### config.mk
export PLATFORM = sky130hd
export DESIGN_NAME = periph_lock_ctrl
export DESIGN_NICKNAME = d
export VERILOG_FILES = /design/src/rtl/periph_lock_pkg.sv /design/src/rtl/periph_lock_seq.sv /design/src/rtl/periph_lock_reg.sv /design/src/rtl/periph_lock_gate.sv /design/src/rtl/periph_lock_ctrl.sv
export SDC_FILE = /design/constraint.sdc
export NUM_CORES = 1
export LEC_CHECK = 0
export ABC_AREA = 1
export BUFFER_PORTS_ARGS = -buffer_cell sky130_fd_sc_hd__buf_2
export CORE_ASPECT_RATIO = 1.5
export CORE_MARGIN = 5
export CORE_UTILIZATION = 34
export DETAILED_ROUTE_END_ITERATION = 10
export GPL_TIMING_DRIVEN = 0
export PLACE_DENSITY = 0.78
export SETUP_SLACK_MARGIN = 0.02
export SYNTH_ARGS = -nofsm -noshare
export SYNTH_HDL_FRONTEND = slang
export SYNTH_HIERARCHICAL = 1
export SYNTH_SLANG_ARGS = --single-unit
### constraint.sdc
create_clock -name clk -period 0.9 [get_ports clk]
set_input_delay 0.18 -clock clk [delete_from_list [all_inputs] [get_ports clk]]
set_output_delay 0.18 -clock clk [all_outputs]
set_load 0.01 [all_outputs]
### src/rtl/periph_lock_pkg.sv
`timescale 1ns/1ps
package periph_lock_pkg;
    localparam int KEY_W = 8;
    localparam logic [KEY_W-1:0] KEY_FIRST  = 8'hA5;
    localparam logic [KEY_W-1:0] KEY_SECOND = 8'hF1;

    localparam int REG_KEY    = 0;
    localparam int REG_LOCK_A = 1;
    localparam int REG_LOCK_B = 2;

    typedef enum logic [1:0] {
        SEQ_IDLE = 2'd0,
        SEQ_HALF = 2'd1,
        SEQ_OPEN = 2'd2
    } seq_e;

    typedef struct packed {
        seq_e st;
    } seq_s;
endpackage

### src/rtl/periph_lock_seq.sv
`timescale 1ns/1ps
module periph_lock_seq
    import periph_lock_pkg::*;
(
    input  logic             clk,
    input  logic             rst_n,
    input  logic             key_we,
    input  logic [KEY_W-1:0] key_val,
    output logic             open,
    output logic [1:0]       progress
);
    seq_s seq_d, seq_q;

    always_comb begin
        seq_d = seq_q;
        if (key_we) begin
            case (seq_q.st)
                SEQ_IDLE: seq_d.st = (key_val == KEY_FIRST)  ? SEQ_HALF : SEQ_IDLE;
                SEQ_HALF: seq_d.st = (key_val == KEY_SECOND) ? SEQ_OPEN : SEQ_IDLE;
                default:  seq_d.st = SEQ_IDLE;
            endcase
        end
    end

    always_ff @(posedge clk or negedge rst_n) begin
        if (!rst_n) seq_q.st <= SEQ_IDLE;
        else        seq_q    <= seq_d;
    end

    assign open     = (seq_q.st == SEQ_OPEN);
    assign progress = seq_q.st;
endmodule

### src/rtl/periph_lock_reg.sv
`timescale 1ns/1ps
module periph_lock_reg #(
    parameter int W = 8
) (
    input  logic         clk,
    input  logic         rst_n,
    input  logic         wr_en,
    input  logic         open,
    input  logic [W-1:0] wdata,
    output logic [W-1:0] bits
);
    logic [W-1:0] bits_d, bits_q;

    always_comb begin
        bits_d = bits_q;
        if (wr_en && open) bits_d = wdata;
    end

    always_ff @(posedge clk or negedge rst_n) begin
        if (!rst_n) bits_q <= '0;
        else        bits_q <= bits_d;
    end

    assign bits = bits_q;
endmodule

### src/rtl/periph_lock_gate.sv
`timescale 1ns/1ps
module periph_lock_gate #(
    parameter int NG = 16
) (
    input  logic [NG-1:0] lock,
    input  logic [NG-1:0] wr_in,
    input  logic [NG-1:0] rd_in,
    output logic [NG-1:0] drop,
    output logic [NG-1:0] wr_out,
    output logic [NG-1:0] rd_out
);
    for (genvar g = 0; g < NG; g++) begin : g_grp
        assign drop[g]   = lock[g];
        assign wr_out[g] = wr_in[g] & ~lock[g];
        assign rd_out[g] = rd_in[g];
    end
endmodule

### src/rtl/periph_lock_ctrl.sv
`timescale 1ns/1ps
module periph_lock_ctrl
    import periph_lock_pkg::*;
#(
    parameter int ADDR_W = 4,
    parameter int DATA_W = 32,
    parameter int N_A    = 8,
    parameter int N_B    = 8,
    localparam int NG    = N_A + N_B
) (
    input  logic              clk,
    input  logic              rst_n,
    input  logic [ADDR_W-1:0] bus_addr,
    input  logic              bus_we,
    input  logic [DATA_W-1:0] bus_wdata,
    output logic [DATA_W-1:0] bus_rdata,
    input  logic [NG-1:0]     grp_wr_in,
    input  logic [NG-1:0]     grp_rd_in,
    output logic [NG-1:0]     grp_drop,
    output logic [NG-1:0]     grp_wr_out,
    output logic [NG-1:0]     grp_rd_out
);
    localparam logic [ADDR_W-1:0] A_KEY  = ADDR_W'(REG_KEY);
    localparam logic [ADDR_W-1:0] A_LCKA = ADDR_W'(REG_LOCK_A);
    localparam logic [ADDR_W-1:0] A_LCKB = ADDR_W'(REG_LOCK_B);

    logic           seq_open;
    logic [1:0]     seq_prog;
    logic [N_A-1:0] lock_a;
    logic [N_B-1:0] lock_b;

    logic sel_key, sel_a, sel_b;
    assign sel_key = (bus_addr == A_KEY);
    assign sel_a   = (bus_addr == A_LCKA);
    assign sel_b   = (bus_addr == A_LCKB);

    periph_lock_seq u_seq (
        .clk      (clk),
        .rst_n    (rst_n),
        .key_we   (bus_we && sel_key),
        .key_val  (bus_wdata[KEY_W-1:0]),
        .open     (seq_open),
        .progress (seq_prog)
    );

    periph_lock_reg #(.W(N_A)) u_reg_a (
        .clk   (clk),
        .rst_n (rst_n),
        .wr_en (bus_we && sel_a),
        .open  (seq_open),
        .wdata (bus_wdata[N_A-1:0]),
        .bits  (lock_a)
    );

    periph_lock_reg #(.W(N_B)) u_reg_b (
        .clk   (clk),
        .rst_n (rst_n),
        .wr_en (bus_we && sel_b),
        .open  (seq_open),
        .wdata (bus_wdata[N_B-1:0]),
        .bits  (lock_b)
    );

    periph_lock_gate #(.NG(NG)) u_gate (
        .lock   ({lock_b, lock_a}),
        .wr_in  (grp_wr_in),
        .rd_in  (grp_rd_in),
        .drop   (grp_drop),
        .wr_out (grp_wr_out),
        .rd_out (grp_rd_out)
    );

    always_comb begin
        bus_rdata = '0;
        if (sel_key)    bus_rdata = DATA_W'({seq_prog, ~seq_open});
        else if (sel_a) bus_rdata = DATA_W'(lock_a);
        else if (sel_b) bus_rdata = DATA_W'(lock_b);
    end
endmodule

After elaboration in Yosys (flattened, before gate mapping)
Cells that the tools add are included.
{"block": "classes", "div": 0, "n_mux": 6, "n_reduce_logical": 7, "mul": 0, "order_cmp": 0, "n_eq_ne": 6, "n_addsub": 0, "n_shift": 0, "bitwise": 33}
{"operator": "$mux W8", "count": 3}
{"operator": "$not A1 Y1", "count": 17}
{"operator": "$and A1 B1 Y1", "count": 16}
{"operator": "$eq A8 B8 Y1 const B", "count": 2}
{"operator": "$logic_and A1 B1 Y1", "count": 5}
{"operator": "$eq A4 B1 Y1 const B", "count": 1}
{"operator": "$eq A4 B2 Y1 const B", "count": 1}
{"operator": "$logic_not A4 Y1", "count": 1}
{"operator": "$pmux W2 S2", "count": 1}
{"operator": "$eq A2 B1 Y1 const B", "count": 1}
{"operator": "$eq A2 B2 Y1 const B", "count": 1}
{"operator": "$logic_not A2 Y1", "count": 1}
{"operator": "$mux W2", "count": 1}
{"operator": "$mux W1", "count": 1}
{"block": "totals", "reg_bits": 18, "memories": 0, "word_cells": 55, "ram_bits": 0, "output_inout_bits": 80, "in_bits": 71, "romBits": 0, "latchBits": 0}

Longest topological paths before layout
{"block": "depth", "word_depth": 4, "ltp_mapped": 8, "depth_no_buf": 7}

By module
Netlist, hierarchy kept.
{"mod": "periph_lock_reg", "area_each_um2": 342.8, "seq_area_each_um2": 200.2, "n_inst": 2, "cells_per_inst": 35}
{"mod": "periph_lock_ctrl", "area_each_um2": 404.1, "seq_area_each_um2": 0.0, "n_inst": 1, "cells_per_inst": 67}
{"mod": "periph_lock_gate", "area_each_um2": 400.4, "seq_area_each_um2": 0.0, "n_inst": 1, "cells_per_inst": 64}
{"mod": "periph_lock_seq", "area_each_um2": 156.4, "seq_area_each_um2": 50.0, "n_inst": 1, "cells_per_inst": 29}

Worst setup path after synthesis
OpenSTA, ideal clock, no wires.
{"block": "synth_path", "path_kind": "input to register", "startpoint": "input bus_addr[3]", "endpoint": "register u_reg_a.bits_q[0], in the netlist u_reg_a/bits[0]", "t_required_ns": 0.783, "stages": 8, "slack_ns": -0.174, "arrival_ns": 0.957, "n_path_buf": 2, "setup_ns": 0.117, "path_cell_list": "nor2_2 > buf_6 > nand2_1 > nor2_1 > buf_6 > nand2_8 > nand2_1 > nand2_1"}
{"block": "synth_via", "elab_chain_cells": 3}
{"item": "from (decl)", "line_no": "periph_lock_ctrl.sv:13", "text": "input logic [ADDR_W-1:0] bus_addr,"}
{"item": "$eq A4 B1 Y1", "line_no": "periph_lock_ctrl.sv:34", "text": "assign sel_a = (bus_addr == A_LCKA);"}
{"item": "$logic_and A1 B1 Y1", "line_no": "periph_lock_ctrl.sv:49", "text": ".wr_en (bus_we && sel_a),"}
{"item": "$logic_and A1 B1 Y1", "line_no": "periph_lock_reg.sv:16", "text": "if (wr_en && open) bits_d = wdata;"}
{"item": "to (signal assigned)", "line_no": "periph_lock_reg.sv:21", "text": "else bits_q <= bits_d;"}
{"item": "to (decl)", "line_no": "periph_lock_reg.sv:12", "text": "logic [W-1:0] bits_d, bits_q;"}
Every way passes these cells.
A chain may end at the register's enable or synchronous reset.

Final worst setup path
{"block": "layout_path", "startpoint": "register u_seq.seq_q, in the netlist u_seq/progress[0]", "endpoint": "output bus_rdata[0]"}
{"block": "layout_via", "elab_chain_cells": 3}
{"item": "from (decl)", "line_no": "periph_lock_seq.sv:12", "text": "seq_s seq_d, seq_q;"}
{"item": "from (signal assigned)", "line_no": "periph_lock_seq.sv:27", "text": "else seq_q <= seq_d;"}
{"item": "$eq A2 B2 Y1", "line_no": "periph_lock_seq.sv:30", "text": "assign open = (seq_q.st == SEQ_OPEN);"}
{"item": "net seq_open", "line_no": "periph_lock_ctrl.sv:27", "text": "logic seq_open;"}
{"item": "$not A1 Y1", "line_no": "periph_lock_ctrl.sv:75", "text": "if (sel_key) bus_rdata = DATA_W'({seq_prog, ~seq_open});"}
{"item": "$mux W8", "line_no": "periph_lock_ctrl.sv:75"}
{"item": "to (decl)", "line_no": "periph_lock_ctrl.sv:16", "text": "output logic [DATA_W-1:0] bus_rdata,"}
The timed path passes the listed nets, and every way through them passes these cells.

==> impl_metrics.py <==
metrics = {
    "status": {
        "status": "complete, but fails checks",
        "violations": "negative setup slack",
    },
    "power_and_ir_drop": {
        "p_sw_uw": 561,
        "power.internal_uw": 1370,
        "ir_drop_mv": 0.485,
        "power_uw": 1940,
        "pwr-share-comb_pct": 28.5,
        "leakagePower_uw": 0.00160,
        "swShare_pct": 29.0,
        "clockPowerShare_pct": 29.7,
        "seqPwrFrac_pct": 41.8,
        "p_per_area_nw_per_um2": 695,
    },
    "synthesis": {
        "synth-seq-cells": 18,
        "synth_compound_area_share_pct": 0,
        "yosysWarnings": 6,
        "synthMuxAreaShare_pct": 0,
        "synth_simple_gate_area_share_pct": 36.6,
        "syn_inst": 230,
        "ys_seq_area_share_pct": 27.4,
        "synth-adder-area-share_pct": 0,
        "syn_area_um2": 1650,
        "synth_cell_types": 13,
        "syn_area_per_cell_um2": 7.16,
        "synth_xor_area_share_pct": 0,
        "synth_top_family_by_area": "simple AND/OR/NAND/NOR gates",
    },
    "finish": {
        "final_util_pct": 58.4,
        "n_antenna_cell": 0,
        "instances_no_fill": 426,
        "area_growth_pct": 69.1,
        "fillCellCount": 433,
        "drive_gt1_share_pct": 63.6,
        "final_area_um2": 2780,
        "layout.nets": 433,
    },
    "global_routing": {
        "grt_first_pass_wirelength_mm": 7.67,
        "overflow": 0,
        "track_usage_pct": 15.5,
        "first_global_vias": 1793,
        "grt_max_degree": 19,
        "antenna_found_initial": 0,
    },
    "clock_tree": {
        "cts_buffer_depth": 2,
        "clock_sinks": 18,
        "cts.htree.levels": 1,
        "root_buffer": "clkbuf_8",
        "clk-insertion-delay-late_ps": 260,
        "tritoncts": "yes",
        "path_clk_slew_ps": 70,
        "cts_buffers": 3,
    },
    "worst_setup_path": {
        "crit_arrival_ps": 1150,
        "startpoint_type": "flop",
        "critPathMaxFanout": 2,
        "worstSetupEndpointType": "primary output",
        "worstPathCellList": "nor2_4 > nand3b_1 > nand3_2 > buf_6",
        "crit_required_ps": 720,
        "critPathMaxStageDelay_ps": 430,
        "critical_path_class": "flop to primary output",
        "crit_path_top_delay_cell": "dfrtp_2",
    },
    "timing": {
        "min_period_ps": 1330,
        "max_freq_mhz": 750,
        "layout_setup_ws_ps": -434,
        "clock_skew_ps": 2.69,
        "hold_viol": 0,
        "slew_violations": 0,
        "setup-violations-final": 58,
        "fin_tns_setup_ps": -14100,
        "period_share_pct": 148,
        "rsz0062_at_grt": "yes",
    },
    "floorplanning": {
        "coreArea_um2": 4770,
        "die-width_um": 66.8,
        "die_y_um": 95.2,
        "num_io_pins": 151,
        "die_area_um2": 6360,
        "rows": 31,
        "initial_utilization_pct": 34.5,
    },
    "detailed_routing": {
        "antenna_left": 0,
        "drc_errors": 0,
        "wl_per_cell_um": 12.3,
        "routed_wl_mm": 5.25,
        "viasPerCell": 4.24,
        "drtIter0Drc": 69,
        "num_vias": 1808,
        "dr.pass1.iters": 4,
    },
    "job": {
        "maxCapViolCount": 0,
    },
    "placed_design": {
        "place.gp.congestion": 0.806,
        "port_buffers": 86,
        "postPlaceCellArea_um2": 2260,
        "hpwl_mm": 3.68,
        "dp_cells": 405,
    },
    "min_path": {
        "hold_path.class": "primary input to flop",
    },
}
through the flow:
stage,hold WS [ps],worst slack (ps)
global placement,129,-315
finish,190,-434
detailed placement,139,-345
floorplan,-116,-118
global route,179,-482
CTS,206,-387
path summary, 6_finish.rpt:
kind | from | to | slack, ps | depth (start not counted)
hold reg to reg | u_reg_a/bits[1]$_DFFE_PN0P_ | u_reg_a/bits[1]$_DFFE_PN0P_ | 550 | 2
setup reg to reg | u_seq/progress[1]$_DFFE_PN0P_ | u_reg_b/bits[2]$_DFFE_PN0P_ | -340 | 8
min in group asynchronous | rst_n | u_reg_b/bits[0]$_DFFE_PN0P_ | 390 | 2
max in group asynchronous | rst_n | u_reg_a/bits[5]$_DFFE_PN0P_ | 190 | 2
hold / removal | bus_wdata[3] | u_reg_b/bits[3]$_DFFE_PN0P_ | 190 | 3
setup / recovery | u_seq/progress[0]$_DFFE_PN0P_ | bus_rdata[0] | -430 | 4
Yosys cell counts:
cell      instances  share of area, %
buf_4            56                26
buf_6             6               4.1
conb_1            1              0.23
dfrtp_1          18                27
inv_1            25               5.7
inv_2             2              0.46
nand2_1          51                12
nand2_8           2               2.4
nand3_1          39                12
nand3b_1          1              0.46
nor2_1            9               2.1
nor2_2           18               6.8
nor2_4            2               1.4
cells by family (layout without fill, tap and decap cells):
| group | count (synthesis) | in the layout |
|---|---|---|
| other | 1 | 24 |
| and+or+nand+nor | 122 | 122 |
| buffers and inverters | 89 | 196 |
| DFF | 18 | 18 |
layout by cell type, fill, tap and decap left out:
cell type	netlist	routed
clkbuf_8	0	3
nand2_1	51	45
buf_6	6	41
nand3_2	0	12
nor2_2	18	19
dlygate4sd3_1	0	1
conb_1	1	24
inv_2	2	4
dfrtp_2	0	14
dfrtp_1	18	4
nand2_2	0	6
buf_12	0	1
buf_16	0	2
buf_2	0	69
nand3_1	39	27
nand3b_1	1	1
nor2_4	2	4
buf_4	56	49
inv_1	25	23
buf_8	0	3
nand2_8	2	2
nor2_1	9	6
cell type report:
type                    count  area, um2  share of cell area, %
plain buffers              62        556                   20.0
clock buffers               3       41.3                   1.48
inverters                  27        101                   3.64
multi-input cells         146        786                   28.2
flip-flops and latches     18        468                   16.8
well taps                  66       82.6                   2.97
repair buffers            104        749                   26.9
power groups by stage:
stage          Clock, uW  Combinational, uW  Sequential, uW
2_1_floorplan          0                323             825
4_1_cts              570                529             809
6_report             575                551             809
3_3_place_gp           0                504             825
5_1_grt              621                604             808
3_5_place_dp           0                514             825
critical path: cells and delay by family (launching register included):
kind,cells,cell delay [ps]
simple gates,3,330
flops,1,430
buf+inv,1,130
routing by layer:
metal	up-vias	track usage (%)	part of all wire, %
met5	-	0	0
met4	0	5.08	1.8
met3	9	2.59	9.4
met2	108	29.7	53
met1	810	16.7	35
li1	881	-	-
repair_timing:
item / CTS / global route
gates resized for setup: 43 / 37
hold endpoints to repair: 18 / 0
setup buffers: 6 / 9
pin swaps: 30 / 15
hold buffers: 1 / 0
endpoints found under the setup margin: 58 / 58
gates cloned: 2 / 1
flip-flops by register name, summed over array words and instances (netlist names):
signal / cells
u_reg_b/bits: 8
u_reg_a/bits: 8
u_seq/progress: 2
No activity file was read; power rests on OpenSTA's default activity.
